## config.mk

```make
export PLATFORM = sky130hd
export DESIGN_NAME = nvs_shadow_ctrl
export DESIGN_NICKNAME = d
export VERILOG_FILES = /design/src/rtl/nvs_pkg.sv /design/src/rtl/nvs_array.sv /design/src/rtl/nvs_seq.sv /design/src/rtl/nvs_shadow_ctrl.sv
export SDC_FILE = /design/constraint.sdc
export NUM_CORES = 1
export LEC_CHECK = 0
export BUFFER_PORTS_ARGS = -buffer_cell sky130_fd_sc_hd__buf_4
export CAP_MARGIN = 20
export CORE_ASPECT_RATIO = 1.2
export CORE_MARGIN = 8
export CORE_UTILIZATION = 45
export CTS_CLUSTER_SIZE = 16
export DETAILED_ROUTE_END_ITERATION = 8
export MAX_ROUTING_LAYER = met4
export PLACE_DENSITY = 0.56
export RECOVER_POWER = 100
export REMOVE_ABC_BUFFERS = 1
export SYNTH_ARGS = -nofsm -noshare
export SYNTH_HDL_FRONTEND = slang
export SYNTH_SLANG_ARGS = --single-unit
```

## constraint.sdc

```tcl
create_clock -name clk -period 2.03 [get_ports clk]
set_input_delay 0.3045 -clock clk [delete_from_list [all_inputs] [get_ports clk]]
set_output_delay 0.3045 -clock clk [all_outputs]
set_load 0.02 [all_outputs]
```

## src/rtl/nvs_pkg.sv

```systemverilog
package nvs_pkg;
  typedef enum logic [2:0] {
    PH_IDLE  = 3'd0,
    PH_ERASE = 3'd1,
    PH_PROG  = 3'd2,
    PH_CLEAR = 3'd3,
    PH_COPY  = 3'd4
  } phase_t;
endpackage

```

## src/rtl/nvs_array.sv

```systemverilog
// Register-file memory: one clocked write port, one combinational read port.
module nvs_array #(
  parameter int ADDR_W = 6,
  parameter int DATA_W = 8
) (
  input  logic              clk,
  input  logic              we,
  input  logic [ADDR_W-1:0] waddr,
  input  logic [DATA_W-1:0] wdata,
  input  logic [ADDR_W-1:0] raddr,
  output logic [DATA_W-1:0] rdata
);
  localparam int DEPTH = 1 << ADDR_W;

  logic [DATA_W-1:0] mem_q [DEPTH];

  always_ff @(posedge clk) begin
    if (we) mem_q[waddr] <= wdata;
  end

  assign rdata = mem_q[raddr];
endmodule

```

## src/rtl/nvs_seq.sv

```systemverilog
// Request queue, walk sequencer and modified-flag tracking.
module nvs_seq
  import nvs_pkg::*;
#(
  parameter int ADDR_W = 6
) (
  input  logic              clk,
  input  logic              rst_n,
  input  logic              sw_store,
  input  logic              sw_recall,
  input  logic              pwr_fail,
  input  logic              supply_ok,
  input  logic              host_wr_ok,
  output phase_t            phase,
  output logic [ADDR_W-1:0] step_addr,
  output logic              last_step,
  output logic              hw_recall,
  output logic              dirty
);
  phase_t            phase_q, phase_d;
  logic [ADDR_W-1:0] cnt_q, cnt_d;
  logic              sw_st_q, sw_st_d;
  logic              au_st_q, au_st_d;
  logic              rec_q, rec_d;
  logic              rec_hw_q, rec_hw_d;
  logic              hw_cur_q, hw_cur_d;
  logic              dirty_q, dirty_d;
  logic              cnt_en;

  assign last_step = &cnt_q;
  assign cnt_en    = (phase_q != PH_IDLE) || (phase_d != PH_IDLE);

  always_comb begin
    phase_d  = phase_q;
    cnt_d    = cnt_q;
    hw_cur_d = hw_cur_q;
    sw_st_d  = sw_st_q | sw_store;
    au_st_d  = au_st_q | pwr_fail;
    rec_d    = rec_q | sw_recall | ~supply_ok;
    rec_hw_d = rec_hw_q | ~supply_ok;
    dirty_d  = dirty_q | host_wr_ok;
    unique case (phase_q)
      PH_IDLE: begin
        if (supply_ok) begin
          if (rec_d) begin
            phase_d  = PH_CLEAR;
            cnt_d    = '0;
            hw_cur_d = rec_hw_d;
            rec_d    = 1'b0;
            rec_hw_d = 1'b0;
          end else if (sw_st_d || (au_st_d && (dirty_q || host_wr_ok))) begin
            phase_d = PH_ERASE;
            cnt_d   = '0;
            sw_st_d = 1'b0;
            au_st_d = 1'b0;
          end else begin
            au_st_d = 1'b0;
          end
        end
      end
      PH_ERASE: begin
        cnt_d = cnt_q + 1'b1;
        if (last_step) phase_d = PH_PROG;
      end
      PH_PROG: begin
        cnt_d = cnt_q + 1'b1;
        if (last_step) begin
          phase_d = PH_IDLE;
          dirty_d = 1'b0;
        end
      end
      PH_CLEAR: begin
        cnt_d = cnt_q + 1'b1;
        if (last_step) phase_d = PH_COPY;
      end
      PH_COPY: begin
        cnt_d = cnt_q + 1'b1;
        if (last_step) begin
          phase_d = PH_IDLE;
          dirty_d = 1'b0;
        end
      end
      default: phase_d = PH_IDLE;
    endcase
  end

  always_ff @(posedge clk or negedge rst_n) begin
    if (!rst_n) begin
      phase_q  <= PH_IDLE;
      cnt_q    <= '0;
      sw_st_q  <= 1'b0;
      au_st_q  <= 1'b0;
      rec_q    <= 1'b0;
      rec_hw_q <= 1'b0;
      hw_cur_q <= 1'b0;
      dirty_q  <= 1'b0;
    end else begin
      phase_q  <= phase_d;
      if (cnt_en) cnt_q <= cnt_d;
      sw_st_q  <= sw_st_d;
      au_st_q  <= au_st_d;
      rec_q    <= rec_d;
      rec_hw_q <= rec_hw_d;
      hw_cur_q <= hw_cur_d;
      dirty_q  <= dirty_d;
    end
  end

  assign phase     = phase_q;
  assign step_addr = cnt_q;
  assign hw_recall = hw_cur_q;
  assign dirty     = dirty_q;
endmodule

```

## src/rtl/nvs_shadow_ctrl.sv

```systemverilog
module nvs_shadow_ctrl
  import nvs_pkg::*;
#(
  parameter int ADDR_W = 6,
  parameter int DATA_W = 8
) (
  input  logic              clk,
  input  logic              rst_n,
  input  logic              host_en,
  input  logic              host_we,
  input  logic [ADDR_W-1:0] host_addr,
  input  logic [DATA_W-1:0] host_wdata,
  output logic [DATA_W-1:0] host_rdata,
  input  logic              sw_store_req,
  input  logic              sw_recall_req,
  input  logic              pwr_fail,
  input  logic              supply_ok,
  output logic              busy,
  output logic              dirty,
  output logic              write_corrupt
);
  logic [1:0]        rst_pipe_q;
  logic              rst_sn;
  phase_t            phase;
  logic [ADDR_W-1:0] step_addr;
  logic              last_step, hw_recall;
  logic              host_wr_ok, host_rd_ok;
  logic              sram_we, nv_we;
  logic [ADDR_W-1:0] sram_waddr, sram_raddr;
  logic [DATA_W-1:0] sram_wdata, sram_rdata, nv_wdata, nv_rdata;
  logic [DATA_W-1:0] rdata_q;
  logic              corrupt_q, corrupt_d;

  // Reset asserts at once, releases on the second clock edge.
  always_ff @(posedge clk or negedge rst_n) begin
    if (!rst_n) rst_pipe_q <= 2'b00;
    else        rst_pipe_q <= {rst_pipe_q[0], 1'b1};
  end
  assign rst_sn = rst_pipe_q[1];

  assign busy       = (phase != PH_IDLE);
  assign host_wr_ok = host_en & host_we & ~busy;
  assign host_rd_ok = host_en & ~host_we & ~busy;

  nvs_seq #(.ADDR_W(ADDR_W)) u_seq (
    .clk        (clk),
    .rst_n      (rst_sn),
    .sw_store   (sw_store_req),
    .sw_recall  (sw_recall_req),
    .pwr_fail   (pwr_fail),
    .supply_ok  (supply_ok),
    .host_wr_ok (host_wr_ok),
    .phase      (phase),
    .step_addr  (step_addr),
    .last_step  (last_step),
    .hw_recall  (hw_recall),
    .dirty      (dirty)
  );

  always_comb begin
    sram_we    = host_wr_ok || (phase == PH_CLEAR) || (phase == PH_COPY);
    sram_waddr = busy ? step_addr : host_addr;
    sram_raddr = busy ? step_addr : host_addr;
    if (phase == PH_CLEAR)     sram_wdata = '0;
    else if (phase == PH_COPY) sram_wdata = nv_rdata;
    else                       sram_wdata = host_wdata;
    nv_we    = (phase == PH_ERASE) || (phase == PH_PROG);
    nv_wdata = (phase == PH_ERASE) ? '1 : sram_rdata;
    corrupt_d = (phase == PH_COPY) && last_step && hw_recall && host_en && host_we;
  end

  nvs_array #(.ADDR_W(ADDR_W), .DATA_W(DATA_W)) u_sram (
    .clk   (clk),
    .we    (sram_we),
    .waddr (sram_waddr),
    .wdata (sram_wdata),
    .raddr (sram_raddr),
    .rdata (sram_rdata)
  );

  nvs_array #(.ADDR_W(ADDR_W), .DATA_W(DATA_W)) u_shadow (
    .clk   (clk),
    .we    (nv_we),
    .waddr (step_addr),
    .wdata (nv_wdata),
    .raddr (step_addr),
    .rdata (nv_rdata)
  );

  always_ff @(posedge clk or negedge rst_sn) begin
    if (!rst_sn) begin
      rdata_q   <= '0;
      corrupt_q <= 1'b0;
    end else begin
      if (host_rd_ok) rdata_q <= sram_rdata;
      corrupt_q <= corrupt_d;
    end
  end

  assign host_rdata    = rdata_q;
  assign write_corrupt = corrupt_q;
endmodule

```

==> run metrics <==
outcome finished with violations; failing checks negative setup slack; fin worst setup slack -1.48 ns; Hold Slack 0.0327 ns; Port Buf Inserts 32; skew final 0.0276 ns; most common cell after layout, fill and taps aside edfxtp_1; fraction of layout cells with a size suffix above 1 29.9%; Max Buffers Root-to-Sink 3; Cells after Synth about 2400; ys async rst share 2.48%; H-Tree Level Count 3; worst path cell trace nor3_4 > buf_12 > buf_4 > mux2_4 > buf_12 > buf_4 > a22oi_1 > a41oi_1 > a2111oi_1 > buf_4 > o2111a_2 > nand2_2 > buf_12; Min Clock Period, post-route 3.51 ns; RD Place Congestion 0.969; total power 80000 µW; die area 0.0994 mm²; Routed WL per cell roughly 30 µm; Placement Setup Slack -1.61 ns; ys flop type edfxtp_1; critical path arrival 3.90 ns; vias in the first global route ~26000; WL final between 100000 and 150000 µm; post-synthesis sequential area ratio 78.0%; period utilization 173%; Netlist cell types 68; synth top area cells edfxtp_1 76%, a22oi_1 3.9%, a221oi_1 2.8%; vias per std cell 6.07; area of the multi-input gates ~0.0086 mm²; DR vias 26000; IO Pins 33; crit end category flop; gr ovfl total 0; Hold Violations, Final 0; Startpoint Class flop; DP Wirelength 88800 µm; GRT Total Usage 26.4%; Initial Util approximately 45%; initial antenna violation count 3; filler instances 6909; Yosys reg bits around 1100; # clock sinks between 1000 and 1500; 1st-iter DRT viols 3093; Max Cap Viol 0; relative slew slack between 40% and 50%; core box area a little under 0.09 mm²; Setup CP Type reg -> reg; Die Wd about 290 µm; setup TNS -1902.99 ns; Post-synth EDFFs 1024; CTS tree yes; CTS buffer count around 100; remaining routing DRC violations 0; Yosys top cell area share approximately three quarters; PD cells 1580 mW/mm²; Leakage 0.0172 µW; clock latency on the worst-skew pair 0.68 ns; Root Buffer clkbuf_16; cell taking the most area after synthesis edfxtp_1; fmax around 280 MHz; most frequent cells in the layout 1024 x edfxtp_1, 577 x buf_4, 203 x a22oi_1; Slew @ Worst Pin about 0.84 ns; CP max FO 64; Routed Antenna Nets 0; Hold/Removal Path Class in -> reg; register area 0.0314 mm²; First-pass DRT Iterations 9; clk slew on worst S/H paths 0.06 ns; largest net degree at the start of global routing 65; post-layout net count 3056; final number of setup-violating endpoints 2065; Syn. warnings 0; instance area at placement 0.0468 mm²; crit path max-delay cell type dfrtp_1; CP max stage delay 0.41 ns; Avg Cell Area, Syn 16.6 µm²; row count 120; Layout area overhead 25.7%; Syn Std Cell Area 0.0403 mm²; first-pass GRT wire length roughly 180000 µm; worst vdd ir around 1.5 mV; RSZ-0062 raised after global routing true; Slew Limit Fails 0; Die Span Y 344 µm; Worst EP required 2.41 ns; final non-filler cell area 0.0506 mm²
## layer usage
layer / wire, µm / global-route usage, %
met1: 48200 / 31.8
met2: 64500 / 44.3
met3: 9390 / 3.78
met4: 6010 / 11.4
met5: 0 / -
## state kept, by name, summed over array words and instances, names as in the netlist, 2 cells and up
name / count
u_seq.step_addr: 6
u_sram.mem_q: 512
host_rdata: 8
rst_pipe_q: 2
u_shadow.mem_q: 512
u_seq.phase: 3
## per-stage QoR
stage          std cells  util, %
2_1_floorplan       2265        -
3_3_place_gp        4072     52.6
3_5_place_dp        4072     52.6
4_1_cts             4275     56.8
5_1_grt             4282     56.9
6_report            4282     56.9
## cell type report
type | instances | share of cell area (%)
antenna | 3 | 0.0148
inverter | 5 | 0.0420
sequential | 1050 | 62.0
tap | 1159 | 2.86
clock buffer | 120 | 5.34
multi-input combinational | 1211 | 17.0
timing repair buffer | 663 | 11.3
clock inverter | 71 | 1.31
## critical path: cells and delay by family (launching register included)
kind	cells	cell delay [ns]
AOI/OAI and AO/OA	4	1.05
buffers and inverters	6	1.03
DFF	1	0.41
muxes	1	0.38
and+or+nand+nor	2	0.31
## final timing paths
| kind | from | endpoint | slack (ns) | depth (start not counted) |
|---|---|---|---|---|
| min reg2reg | rst_pipe_q[0] | rst_pipe_q[1] | 0.36 | 0 |
| min | host_en | u_seq.dirty | 0.03 | 3 |
| max | u_seq.phase[0] | u_shadow.mem_q[48][4] | -1.48 | 13 |
| min in group asynchronous | rst_pipe_q[1] | u_seq.dirty | 0.41 | 1 |
| max reg2reg | u_seq.phase[0] | u_shadow.mem_q[48][4] | -1.48 | 13 |
| max in group asynchronous | rst_pipe_q[1] | u_seq.step_addr[2] | 1.04 | 1 |
## logic make-up (layout without fill, tap and decap cells)
kind of cell | after synthesis | after routing | synth area share [%]
AO/OA/AOI/OAI | 663 | 663 | 12.3
buffers and inverters | 165 | 859 | 1.85
multiplexers | 105 | 106 | 2.98
XOR/XNOR | 1 | 1 | 0.0218
AND/OR/NAND/NOR | 439 | 439 | 4.87
other | 1 | 4 | 0.00931
adder cells (fa/ha/maj) | 1 | 1 | 0.0311
flip-flops | 1050 | 1050 | 78.0
## Yosys cell counts, types with 26 or more instances
library cell and instances:
edfxtp_1 1024, a22oi_1 208, nor2_1 186, nand2_1 147, a221oi_1 130, clkbuf_1 91, a21oi_1 58, o21ai_0 57
mux2i_1 52, a22o_1 47, a31oi_1 45, buf_2 41, mux2_2 41, o22ai_1 33, dfrtp_1 26
## timing repair
action / CTS / global route
cloned: 1 / 1
endpoints found under the hold margin: 8 / 0
hold buffers: 7 / 0
gates resized for setup: 50 / 12
pin swaps: 10 / 9
endpoints found under the setup margin: 2063 / 2068
buffers inserted: 4 / 3
## report_power, final
part           leakage, µW  total (µW)  internal, µW  switching, µW
combinational      0.00598       30400         11200          19200
sequential         0.00961       30600         30100            463
clock              0.00163       19000         10900           8090
Note: power is estimated with default switching activity, not from simulation.
